`src/rtl/bitreset_pwm_pkg.sv`:
```
package bitreset_pwm_pkg;

    localparam int CNT_W  = 8;
    localparam int PRE_W  = 2;
    localparam int DATA_W = 8;
    localparam int ADDR_W = 2;
    localparam int DUTY_W = CNT_W - 1;
    localparam int EN_BIT = DATA_W - 1;

    localparam logic [ADDR_W-1:0] ADDR_CTRL = ADDR_W'(0);
    localparam logic [ADDR_W-1:0] ADDR_DUTY = ADDR_W'(1);

    typedef struct packed {
        logic             enable;
        logic [PRE_W-1:0] presc;
    } ctrl_t;

    typedef struct packed {
        ctrl_t             ctrl;
        logic [DUTY_W-1:0] duty;
    } cfg_t;

    // Index of the counter bit that clears the counter for prescaler p.
    function automatic int wrap_bit(input logic [PRE_W-1:0] p);
        return CNT_W - 1 - int'(p);
    endfunction

    // Number of ticks in one period for prescaler p.
    function automatic logic [CNT_W-1:0] period_len(input logic [PRE_W-1:0] p);
        return CNT_W'(1) << wrap_bit(p);
    endfunction

    // Mask of the counter bits that take part in the duty compare.
    function automatic logic [CNT_W-1:0] active_mask(input logic [PRE_W-1:0] p);
        return period_len(p) - CNT_W'(1);
    endfunction

endpackage

```
`src/rtl/bitreset_pwm_regs.sv`:
```
module bitreset_pwm_regs
    import bitreset_pwm_pkg::*;
#(
    parameter int AW = ADDR_W,
    parameter int DW = DATA_W
) (
    input  logic          clk,
    input  logic          rst,
    input  logic [AW-1:0] addr,
    input  logic          wr_en,
    input  logic [DW-1:0] wr_data,
    input  logic          rd_en,
    output logic [DW-1:0] rd_data,
    output cfg_t          cfg
);

    cfg_t          cfg_q;
    logic [DW-1:0] rd_mux;
    logic [DW-1:0] rd_q;

    always_ff @(posedge clk) begin
        if (rst) begin
            cfg_q <= '0;
        end else if (wr_en) begin
            case (addr)
                AW'(ADDR_CTRL): begin
                    cfg_q.ctrl.enable <= wr_data[EN_BIT];
                    cfg_q.ctrl.presc  <= wr_data[PRE_W-1:0];
                end
                AW'(ADDR_DUTY): cfg_q.duty <= wr_data[DUTY_W-1:0];
                default: ;
            endcase
        end
    end

    always_comb begin
        rd_mux = '0;
        case (addr)
            AW'(ADDR_CTRL): begin
                rd_mux[EN_BIT]      = cfg_q.ctrl.enable;
                rd_mux[PRE_W-1:0]   = cfg_q.ctrl.presc;
            end
            AW'(ADDR_DUTY): rd_mux[DUTY_W-1:0] = cfg_q.duty;
            default: rd_mux = '0;
        endcase
    end

    always_ff @(posedge clk) begin
        if (rst)        rd_q <= '0;
        else if (rd_en) rd_q <= rd_mux;
    end

    assign rd_data = rd_q;
    assign cfg     = cfg_q;

    AST_CTRL_PAD_ZERO: assert property (@(posedge clk) disable iff (rst)
        ($past(rd_en) && $past(addr) == AW'(ADDR_CTRL)) |-> (rd_data[EN_BIT-1:PRE_W] == '0));
    AST_DUTY_MSB_ZERO: assert property (@(posedge clk) disable iff (rst)
        ($past(rd_en) && $past(addr) == AW'(ADDR_DUTY)) |-> (rd_data[DW-1] == 1'b0));
    AST_SPARE_ADDR_ZERO: assert property (@(posedge clk) disable iff (rst)
        ($past(rd_en) && $past(addr) > AW'(ADDR_DUTY)) |-> (rd_data == '0));

endmodule

```
`src/rtl/bitreset_pwm_counter.sv`:
```
module bitreset_pwm_counter
    import bitreset_pwm_pkg::*;
#(
    parameter int CW = CNT_W,
    parameter int PW = PRE_W
) (
    input  logic          clk,
    input  logic          rst,
    input  logic          tick,
    input  logic          enable,
    input  logic [PW-1:0] presc,
    output logic [CW-1:0] count
);

    logic [CW-1:0] cnt_q;
    logic [CW-1:0] cnt_inc;
    logic          wrap;

    assign cnt_inc = cnt_q + CW'(1);

    // The selected reset bit of the incremented value returns the count to zero.
    always_comb begin
        wrap = 1'b0;
        for (int p = 0; p < (1 << PW); p++) begin
            if (presc == PW'(p)) wrap = cnt_inc[CW-1-p];
        end
    end

    always_ff @(posedge clk) begin
        if (rst || !enable) cnt_q <= '0;
        else if (tick)      cnt_q <= wrap ? '0 : cnt_inc;
    end

    assign count = cnt_q;

    AST_IDLE_ZERO: assert property (@(posedge clk) disable iff (rst)
        !enable |=> (count == '0));
    AST_NO_TICK_HOLD: assert property (@(posedge clk) disable iff (rst)
        (enable && !tick) |=> (count == $past(count)));
    AST_STEP_ONE: assert property (@(posedge clk) disable iff (rst)
        (enable && tick && $past(enable)) |=> (count == '0 || count == $past(count) + CW'(1)));

endmodule

```
`src/rtl/bitreset_pwm_compare.sv`:
```
module bitreset_pwm_compare
    import bitreset_pwm_pkg::*;
#(
    parameter int CW = CNT_W,
    parameter int PW = PRE_W,
    parameter int DUW = DUTY_W
) (
    input  logic           clk,
    input  logic           rst,
    input  logic [CW-1:0]  count,
    input  logic           enable,
    input  logic [PW-1:0]  presc,
    input  logic [DUW-1:0] duty,
    output logic           pwm
);

    logic [CW-1:0] active;
    logic [CW-1:0] duty_ext;

    assign active   = count & active_mask(presc);
    assign duty_ext = CW'(duty);
    assign pwm      = enable && (active < duty_ext);

    AST_OFF_LOW: assert property (@(posedge clk) disable iff (rst)
        !enable |-> !pwm);
    AST_FULL_HIGH: assert property (@(posedge clk) disable iff (rst)
        (enable && duty_ext >= period_len(presc)) |-> pwm);
    AST_ZERO_DUTY_LOW: assert property (@(posedge clk) disable iff (rst)
        (duty == '0) |-> !pwm);

endmodule

```
`src/rtl/bitreset_pwm.sv`:
```
module bitreset_pwm
    import bitreset_pwm_pkg::*;
(
    input  logic              clk,
    input  logic              rst,
    input  logic              tick,
    input  logic [ADDR_W-1:0] addr,
    input  logic              wr_en,
    input  logic [DATA_W-1:0] wr_data,
    input  logic              rd_en,
    output logic [DATA_W-1:0] rd_data,
    output logic              pwm_out
);

    cfg_t             cfg;
    logic [CNT_W-1:0] count;

    bitreset_pwm_regs #(.AW(ADDR_W), .DW(DATA_W)) u_regs (
        .clk     (clk),
        .rst     (rst),
        .addr    (addr),
        .wr_en   (wr_en),
        .wr_data (wr_data),
        .rd_en   (rd_en),
        .rd_data (rd_data),
        .cfg     (cfg)
    );

    bitreset_pwm_counter #(.CW(CNT_W), .PW(PRE_W)) u_counter (
        .clk    (clk),
        .rst    (rst),
        .tick   (tick),
        .enable (cfg.ctrl.enable),
        .presc  (cfg.ctrl.presc),
        .count  (count)
    );

    bitreset_pwm_compare #(.CW(CNT_W), .PW(PRE_W), .DUW(DUTY_W)) u_compare (
        .clk    (clk),
        .rst    (rst),
        .count  (count),
        .enable (cfg.ctrl.enable),
        .presc  (cfg.ctrl.presc),
        .duty   (cfg.duty),
        .pwm    (pwm_out)
    );

    AST_RESET_LOW: assert property (@(posedge clk)
        $past(rst) |-> !pwm_out);
    AST_P0_NOT_FULL: assert property (@(posedge clk) disable iff (rst)
        (cfg.ctrl.enable && cfg.ctrl.presc == '0 && count == CNT_W'(127)) |-> !pwm_out);

endmodule

```
`config.mk`:
```
export PLATFORM = sky130hd
export DESIGN_NAME = bitreset_pwm
export DESIGN_NICKNAME = d
export VERILOG_FILES = /design/src/rtl/bitreset_pwm_pkg.sv /design/src/rtl/bitreset_pwm_regs.sv /design/src/rtl/bitreset_pwm_counter.sv /design/src/rtl/bitreset_pwm_compare.sv /design/src/rtl/bitreset_pwm.sv
export SDC_FILE = /design/constraint.sdc
export NUM_CORES = 1
export LEC_CHECK = 0
export ABC_AREA = 1
export BUFFER_PORTS_ARGS = -buffer_cell sky130_fd_sc_hd__buf_2
export CORE_MARGIN = 2
export CORE_UTILIZATION = 58
export CTS_CLUSTER_DIAMETER = 150
export CTS_CLUSTER_SIZE = 25
export DETAILED_ROUTE_END_ITERATION = 7
export HOLD_SLACK_MARGIN = 0.08
export PLACE_DENSITY = 0.92
export SETUP_SLACK_MARGIN = 0.2
export SYNTH_ARGS = -nofsm -noshare
export SYNTH_HDL_FRONTEND = slang
export SYNTH_SLANG_ARGS = --single-unit
```
`constraint.sdc`:
```
create_clock -name clk -period 4 [get_ports clk]
set_clock_uncertainty 0.15 [all_clocks]
set_input_delay 0.2 -clock clk [delete_from_list [all_inputs] [get_ports clk]]
set_output_delay 0.2 -clock clk [all_outputs]
set_load 0.02 [all_outputs]
```
### Yosys cells after proc, flatten, opt, wreduce, memory -nomap -nowiden

Cells that the tools add are included.

* flip-flop bits (word level): 26
* input port bits: 15
* output and inout bits: 9
* logic and storage cells: 30

* add/subtract/negate cells: 3
* $lt $le $gt $ge: 1
* eq/ne operators: 4
* shift-type cells: 1
* muxes and demuxes: 8
* bitwise operators: 1
* reductions and logical operators: 7

Operator list (count)
* left shift 1 x 32 -> 8 bit, first input constant: 1
* adder 8 x 1 -> 8 bit, second input constant: 1
* AND 8 bit: 1
* less-than comparator 8 x 7 -> 1 bit: 1
* two-way mux 8 bit: 1
* subtractor 8 x 1 -> 8 bit, second input constant: 1
* two-way mux 1 bit: 5
* two-way mux 5 bit: 1
* == test 2 x 1 -> 1 bit, second input constant: 2
* == test 2 bit, second input constant: 2
* zero test 2 bit: 2
* one-hot mux 2 bit (2 select lines): 1
* AND reduction 2 bit: 2
* subtractor 3 x 2 -> 4 bit, first input constant: 1
* logical AND 1 bit: 1
* zero test 1 bit: 1
* logical OR 1 bit: 1

### Depth between registers and ports, before layout

Gate-level depths: netlist of the first run.

* depth after elaboration: 6
* mapped depth: 11
* gate-level depth less buffers: 11

### Cells and area by module

Synthesis of the first run repeated with hierarchy kept, for this count alone.

* cell total of the unflattened synthesis: 226
* area total of the unflattened synthesis: 1545.2 um^2

By module, submodules not included
* bitreset_pwm_regs: times used 1, cells an instance 110, area each 752.0 um^2, sequential area each 360.3 um^2
* bitreset_pwm_counter: times used 1, cells an instance 83, area each 594.3 um^2, sequential area each 160.2 um^2
* bitreset_pwm_compare: times used 1, cells an instance 33, area each 198.9 um^2, sequential area each 0.0 um^2

### Worst setup path before layout of the first run

OpenSTA, ideal clock, no wires.

* path type: register to output
* start: register u_counter.cnt_q[5], in the netlist u_counter.count[5]
* end: output pwm_out
* data arrival time: 1.557 ns
* data required time: 3.650 ns
* slack: 2.093 ns
* cell stages (with the launch flop): 7
* buffers on the path: 0
* cell sequence: dfxtp_1 inv_1 nor2_1 ha_1 a21o_1 a21oi_1 nor3b_1

* cells in the longest elaborated chain, start to end: 3

Ends and longest elaborated chain
* start, declared: line bitreset_pwm_counter.sv:15 `logic [CW-1:0] cnt_q;`
* start signal, assigned: line bitreset_pwm_counter.sv:31 `else if (tick) cnt_q <= wrap ? '0 : cnt_inc;`
* AND 8 bit: line bitreset_pwm_compare.sv:20 `assign active = count & active_mask(presc);`
* less-than comparator 8 x 7 -> 1 bit: line bitreset_pwm_compare.sv:22 `assign pwm = enable && (active < duty_ext);`
* logical AND 1 bit: line bitreset_pwm_compare.sv:22
* end, declared: line bitreset_pwm.sv:12 `output logic pwm_out`

Every way passes these cells.

### Worst setup path in the final report of the first run

Same ends and word-level chain as after synthesis.

==> run_results.csv, run 1 <==
group,metric,value,unit
drt,wire_per_inst,11.0,microns
power_and_ir_drop,swShare,25.8,%
power_and_ir_drop,ir_drop,0.215,mV
clock_tree,cts_setup_buffers,0,
setup_path,start_kind,"register",
grt,grt_start_max_net_pins,19,
place,io_buffers,23,
floorplan,die_h,51.4,microns
yosys,yosysWarnings,0,
yosys,syn_inst,181,
power_and_ir_drop,p_total,447,uW
sta,relSlewSlack,72.5,%
setup_path,crit-reg2reg-launch,"u_counter.count[1]$_SDFFE_PP0P_",
setup_path,cp.arrival,1.81,ns
final_layout,area_growth,21.2,%
power_and_ir_drop,internal-power,332,uW
drt,dr.first_iter.drc_count,30,
yosys,syn_area,1300,sq um
drt,drc,0,
drt,wirelength,2.68,mm
sta,setup_violations,0,
power_and_ir_drop,p_clk_share,24.2,%
final_layout,layout-drive-gt1-share,15.3,%
yosys,yosysSeqAreaShare,40.0,%
place,place_area,1430,sq um
final_layout,fillers,183,
drt,avgViaCountPerCell,5.16,
setup_path,startpoint,"u_counter.count[5]$_SDFFE_PP0P_",
final_layout,regArea,520,sq um
floorplan,die_w,51.4,microns
grt,grt_use_total,22.5,%
power_and_ir_drop,p_switching,115,uW
floorplan,core,2170,sq um
sta,min_period_over_period,53.9,%
final_layout,layout_commonest_cell,"nand2_1",
run_status,status,"completed",
clock_tree,clkSinkCount,26,
place,hpwl,2.01,mm
yosys,yosys.area.top_type,"dfxtp_1",
clock_tree,clockBufferDepth,2,
grt,grt_pass1_vias,1141,
yosys,ys_ff_latch,26,
yosys,syn-num-nets,203,
setup_path,path_max_fanout,6,
sta,finalCriticalPeriod,2.16,ns
final_layout,diodes,0,
clock_tree,insertion_delay,0.31,ns
sta,hold_viol,0,
grt,grt_pass1_wl,4.55,mm
clock_tree,cts_made_buffers,3,
final_layout,finish.instance_area,1580,sq um
job,maxCapViolCount,0,
power_and_ir_drop,p_per_area,284,nW/um^2
floorplan,row_count,17,
setup_path,worstReg2RegEnd,"u_counter.count[2]$_SDFFE_PP0P_",
yosys,synth_top_area_share,40.0,%
final_layout,finalNetCount,239,
drt,drt_pass1_iterations,4,
yosys,yosys-top-cells-area,"dfxtp_1 40%, a21oi_1 8.8%, nand2_1 8.4%, o21ai_0 8.1%, inv_1 7.5%",
sta,grt_setup_unrepaired,"false",
sta,worst_pin_slew,0.410,ns
final_layout,final_cell_mix,"29 x nand2_1, 26 x inv_1, 26 x dfxtp_1",
clock_tree,cts_root_buf,"clkbuf_4",
drt,ant_nets,0,
sta,drv_slew,0,
setup_path,r2r_cells,8,
floorplan,dieArea,2640,sq um
sta,fmax,463,MHz
sta,finalSetupTns,0,ns
power_and_ir_drop,combPwrFrac,14.3,%
drt,via_count,1255,
floorplan,start_util,60.0,%
clock_tree,htree_levels,1,
power_and_ir_drop,sequentialPowerShare,61.4,%
setup_path,endpoint,"pwm_out",
grt,grt.overflow.total,0,
final_layout,multi_input_area,666,sq um
floorplan,io-pin-count,24,
clock_tree,clkTransAtPathRegs,0.14,ns
setup_path,path_class,"reg2out",
worst_hold_path,hold_path_class,"in2reg",
setup_path,cp.required,3.65,ns
power_and_ir_drop,p_leak,0.683,nW
yosys,avgSynthCellArea,7.19,sq um
setup_path,endpoint_kind,"output pin",
setup_path,r2r_setup_slack,2.29,ns
yosys,synth.distinct_cells,23,
place,place_congestion,0.869,
grt,antenna_found_initial,0,
clock_tree,cts_tree,"built",
## synth_stat cells
library cell	count
a21oi_1	23
xor2_1	1
a21boi_0	1
buf_2	2
nand3_2	2
inv_1	26
nand2_2	2
o21ai_2	1
nand2_1	29
o211ai_1	1
nor2_1	20
xnor2_1	2
nor2_2	2
dfxtp_1	26
nor3b_1	1
o221ai_1	2
o21ai_0	21
ha_1	7
nand3_1	6
a21o_1	1
clkbuf_1	2
nor3_1	2
a31oi_1	1
## flip-flops by register name, summed over array words and instances, names as in the netlist
register / count
u_regs.rd_data: 8
u_regs.cfg: 10
u_counter.count: 8
## metrics by stage
| stage | setup WS [ns] | utilization [%] | cells | hold WS, ns |
|---|---|---|---|---|
| after floorplan | 2.09 | - | 181 | 0.231 |
| after global placement | 2.20 | 66.1 | 228 | 0.297 |
| after detailed placement | 2.17 | 66.1 | 228 | 0.308 |
| after CTS | 1.81 | 72.7 | 243 | 0.0868 |
| after global routing | 1.67 | 72.7 | 243 | 0.105 |
| final | 1.84 | 72.7 | 243 | 0.0849 |
## logic make-up (layout without fill, tap and decap cells)
logic type      after synthesis  after routing  synth area share (%)
compound gates               51             51                  21.2
xor+xnor                      3              3                  2.02
fa+ha+maj                     7              7                  6.73
buf+inv                      30             64                  8.85
flops                        26             26                  40.0
simple gates                 64             64                  21.2
## worst min path at each step
stage / depth (start not counted) / from / end
after CTS: 2 / rd_en / u_regs.rd_data[7]$_SDFFE_PP0P_
after global placement: 2 / u_regs.cfg[3]$_SDFFE_PP0P_ / u_regs.rd_data[3]$_SDFFE_PP0P_
after global routing: 2 / rd_en / u_regs.rd_data[7]$_SDFFE_PP0P_
after floorplan: 3 / addr[1] / u_regs.rd_data[7]$_SDFFE_PP0P_
final: 2 / rd_en / u_regs.rd_data[3]$_SDFFE_PP0P_
after detailed placement: 2 / u_regs.cfg[3]$_SDFFE_PP0P_ / u_regs.rd_data[3]$_SDFFE_PP0P_
## cell type report
cell class / count / share of cell area, %
repair buffers: 35 / 14.9
well taps: 28 / 2.22
inverters: 26 / 6.19
flip-flops and latches: 26 / 33.0
clock buffers: 3 / 1.43
multi-input cells: 125 / 42.2
## power groups by stage
stage	Sequential (mW)	Clock [mW]	Combinational, mW
final	0.275	0.108	0.0641
after global routing	0.276	0.118	0.0722
after global placement	0.280	0	0.0535
after floorplan	0.285	0	0.0311
after detailed placement	0.280	0	0.0546
after CTS	0.275	0.108	0.0638
## metal layers
metal | vias to the layer above | GRT usage (%) | share of wire [%]
met5 | - | 0 | 0
met4 | 0 | 7.46 | 1.1
met3 | 4 | 2.92 | 4.0
met2 | 34 | 40.0 | 47
met1 | 553 | 27.6 | 48
li1 | 664 | - | -
## critical path, cell delays in order (launching register included)
cell and delay [ns]:
dfxtp_1 0.42, inv_1 0.07, nor2_1 0.09, ha_1 0.24, a21o_1 0.18, a21oi_1 0.10, nor3b_1 0.20, buf_2 0.20
## timing repair
item                       in CTS  in global routing
hold buffers                   12                  0
hold endpoints to repair       14                  0
setup endpoints to repair       0                  0
resized for setup               0                  0
Power figures use the tool's default switching activity.
==> inputs of run 2 (changes only) <==
--- a/config.mk
+++ b/config.mk
@@ -8,12 +8,12 @@
 export ABC_AREA = 1
 export BUFFER_PORTS_ARGS = -buffer_cell sky130_fd_sc_hd__buf_2
 export CORE_MARGIN = 2
-export CORE_UTILIZATION = 58
+export CORE_UTILIZATION = 54
 export CTS_CLUSTER_DIAMETER = 150
 export CTS_CLUSTER_SIZE = 25
 export DETAILED_ROUTE_END_ITERATION = 7
 export HOLD_SLACK_MARGIN = 0.08
-export PLACE_DENSITY = 0.92
+export PLACE_DENSITY = 0.87
 export SETUP_SLACK_MARGIN = 0.2
 export SYNTH_ARGS = -nofsm -noshare
 export SYNTH_HDL_FRONTEND = slang
==> constraint.sdc (replaced) <==
create_clock -name clk -period 2 [get_ports clk]
set_clock_uncertainty 0.15 [all_clocks]
set_input_delay 0.1 -clock clk [delete_from_list [all_inputs] [get_ports clk]]
set_output_delay 0.1 -clock clk [all_outputs]
set_load 0.02 [all_outputs]
==> run_results.csv, run 2 (synthesized netlist as in run 1, its figures left out) <==
group,metric,value,unit
run_status,status,"completed",
sta,relSlewSlack,70.0,%
sta,grt_setup_unrepaired,"true",
setup_path,cp.arrival,1.74,ns
drt,avgViaCountPerCell,5.50,
power_and_ir_drop,p_leak,0.752,nW
sta,setup_violations,0,
final_layout,largest_reg_flops,10,
floorplan,dieArea,2820,sq um
final_layout,finalNetCount,249,
clock_tree,clkTransAtPathRegs,0.15,ns
drt,drc,0,
drt,ant_nets,0,
setup_path,path_max_fanout,2,
floorplan,die_h,53.1,microns
sta,finalSetupTns,0,ns
drt,wirelength,3.72,mm
floorplan,row_count,17,
final_layout,layout-drive-gt1-share,28.3,%
drt,drt-met1-wl,1.51,mm
final_layout,fillers,136,
place,hpwl,2.28,mm
setup_path,crit-reg2reg-launch,"u_counter.count[1]$_SDFFE_PP0P_",
job,maxCapViolCount,0,
grt,grt_pass1_wl,5.13,mm
drt,met3WireLength,147,microns
setup_path,r2r_setup_slack,0.16,ns
grt,grt.overflow.total,0,
drt,routed.top_layer,"met4",
floorplan,io-pin-count,24,
sta,drv_slew,0,
setup_path,worstReg2RegEnd,"u_counter.count[2]$_SDFFE_PP0P_",
grt,antenna_found_initial,0,
sta,hold_viol,0,
drt,wire_per_inst,14.6,microns
drt,dr.first_iter.drc_count,50,
sta,finalCriticalPeriod,1.99,ns
worst_hold_path,hold_path_class,"reg2reg",
clock_tree,insertion_delay,0.34,ns
floorplan,start_util,57.7,%
setup_path,endpoint_kind,"output pin",
floorplan,core,2250,sq um
clock_tree,cts_made_buffers,3,
power_and_ir_drop,ir_drop,0.509,mV
final_layout,final_cell_mix,"25 x nand2_1, 24 x inv_1, 22 x buf_2",
sta,min_period_over_period,99.5,%
power_and_ir_drop,p_clk_share,28.3,%
floorplan,die_w,53.1,microns
place,io_buffers,23,
sta,worst_pin_slew,0.450,ns
power_and_ir_drop,p_switching,263,uW
final_layout,diodes,0,
setup_path,start_kind,"register",
grt,grt_pass1_vias,1251,
final_layout,area_growth,36.2,%
setup_path,cp.required,1.75,ns
power_and_ir_drop,internal-power,713,uW
power_and_ir_drop,p_per_area,551,nW/um^2
clock_tree,clockBufferDepth,2,
grt,grt_use_total,24.6,%
drt,drt_pass1_iterations,4,
place,place_area,1450,sq um
setup_path,startpoint,"u_counter.count[5]$_SDFFE_PP0P_",
setup_path,r2r_cells,12,
clock_tree,clkSinkCount,26,
power_and_ir_drop,swShare,27.0,%
sta,fmax,502,MHz
grt,grt_start_max_net_pins,19,
drt,via_count,1397,
drt,wl_met2,1.96,mm
final_layout,finish.instance_area,1770,sq um
sta,hold_slack,0.324,ns
place,place_congestion,0.861,
power_and_ir_drop,sequentialPowerShare,56.2,%
clock_tree,htree_levels,1,
clock_tree,cts_tree,"built",
clock_tree,cts_root_buf,"clkbuf_4",
power_and_ir_drop,combPwrFrac,15.6,%
final_layout,layout_commonest_cell,"nand2_1",
setup_path,path_class,"reg2out",
setup_path,endpoint,"pwm_out",
run 2: changes by cell type in the layout (fill, tap and decap cells not counted), moves of 3 or more:
cell,change
dfxtp_4,+3
a21oi_2,+3
nand2_1,-4
dfxtp_2,+5
nand2_2,+4
a21oi_1,-3
dfxtp_1,-8
buf_4,+8
run 2: critical path: stages (launching register included):
cell and delay, ns:
dfxtp_4 0.37, inv_2 0.05, nor2_1 0.04, ha_1 0.29, a21o_1 0.22, a21oi_2 0.12
nor3b_2 0.16, buf_4 0.16
run 2: final cells by class:
type                       count  area [sq um]  area share (%)
multi-input combinational    125           744            42.0
sequential                    26           538            30.3
timing repair buffer          45           322            18.1
inverter                      26          97.6            5.50
clock buffer                   4          36.3            2.05
tap                           28          35.0            1.98
run 2: layer usage:
metal  vias to the layer above  track usage, %
met1                       655            26.8
li1                        688               -
met5                         -               0
met2                        44            48.5
met4                         0            8.97
met3                        10            1.98
run 2: through the flow:
step / util, % / worst slack, ns / std cells / total power [mW]
6_report: 78.6 / 0.00951 / 254 / 0.976
5_1_grt: 78.6 / -0.0617 / 254 / 1.01
4_1_cts: 74.3 / 0.0386 / 252 / 0.963
3_5_place_dp: 64.2 / 0.272 / 229 / 0.675
3_3_place_gp: 64.2 / 0.368 / 229 / 0.669
2_1_floorplan: - / 0.399 / 181 / 0.633
run 2: timing repair:
| action | in CTS | in global routing |
|---|---|---|
| endpoints found under the hold margin | 26 | 1 |
| hold buffers | 14 | 1 |
| setup buffers | 5 | 2 |
| setup endpoints to repair | 1 | 12 |
| pin swaps | 7 | 13 |
| gates resized for setup | 11 | 21 |
run 2: worst min-delay path by stage:
stage,startpoint,endpoint,slack (ns),depth (start not counted)
floorplan,addr[1],u_regs.rd_data[7]$_SDFFE_PP0P_,0.13,3
global placement,wr_data[3],u_regs.cfg[3]$_SDFFE_PP0P_,0.22,3
detailed placement,wr_data[3],u_regs.cfg[3]$_SDFFE_PP0P_,0.24,3
CTS,addr[0],u_regs.rd_data[1]$_SDFFE_PP0P_,0.08,6
global route,u_regs.cfg[4]$_SDFFE_PP0P_,u_regs.rd_data[4]$_SDFFE_PP0P_,0.34,2
finish,u_regs.cfg[4]$_SDFFE_PP0P_,u_regs.rd_data[4]$_SDFFE_PP0P_,0.32,2
run 2: power by group through the flow:
| stage | Clock, mW | Sequential [mW] | Combinational [mW] |
|---|---|---|---|
| floorplan | 0 | 0.570 | 0.0635 |
| global placement | 0 | 0.560 | 0.109 |
| detailed placement | 0 | 0.561 | 0.114 |
| CTS | 0.274 | 0.547 | 0.142 |
| global route | 0.294 | 0.551 | 0.166 |
| finish | 0.276 | 0.548 | 0.152 |
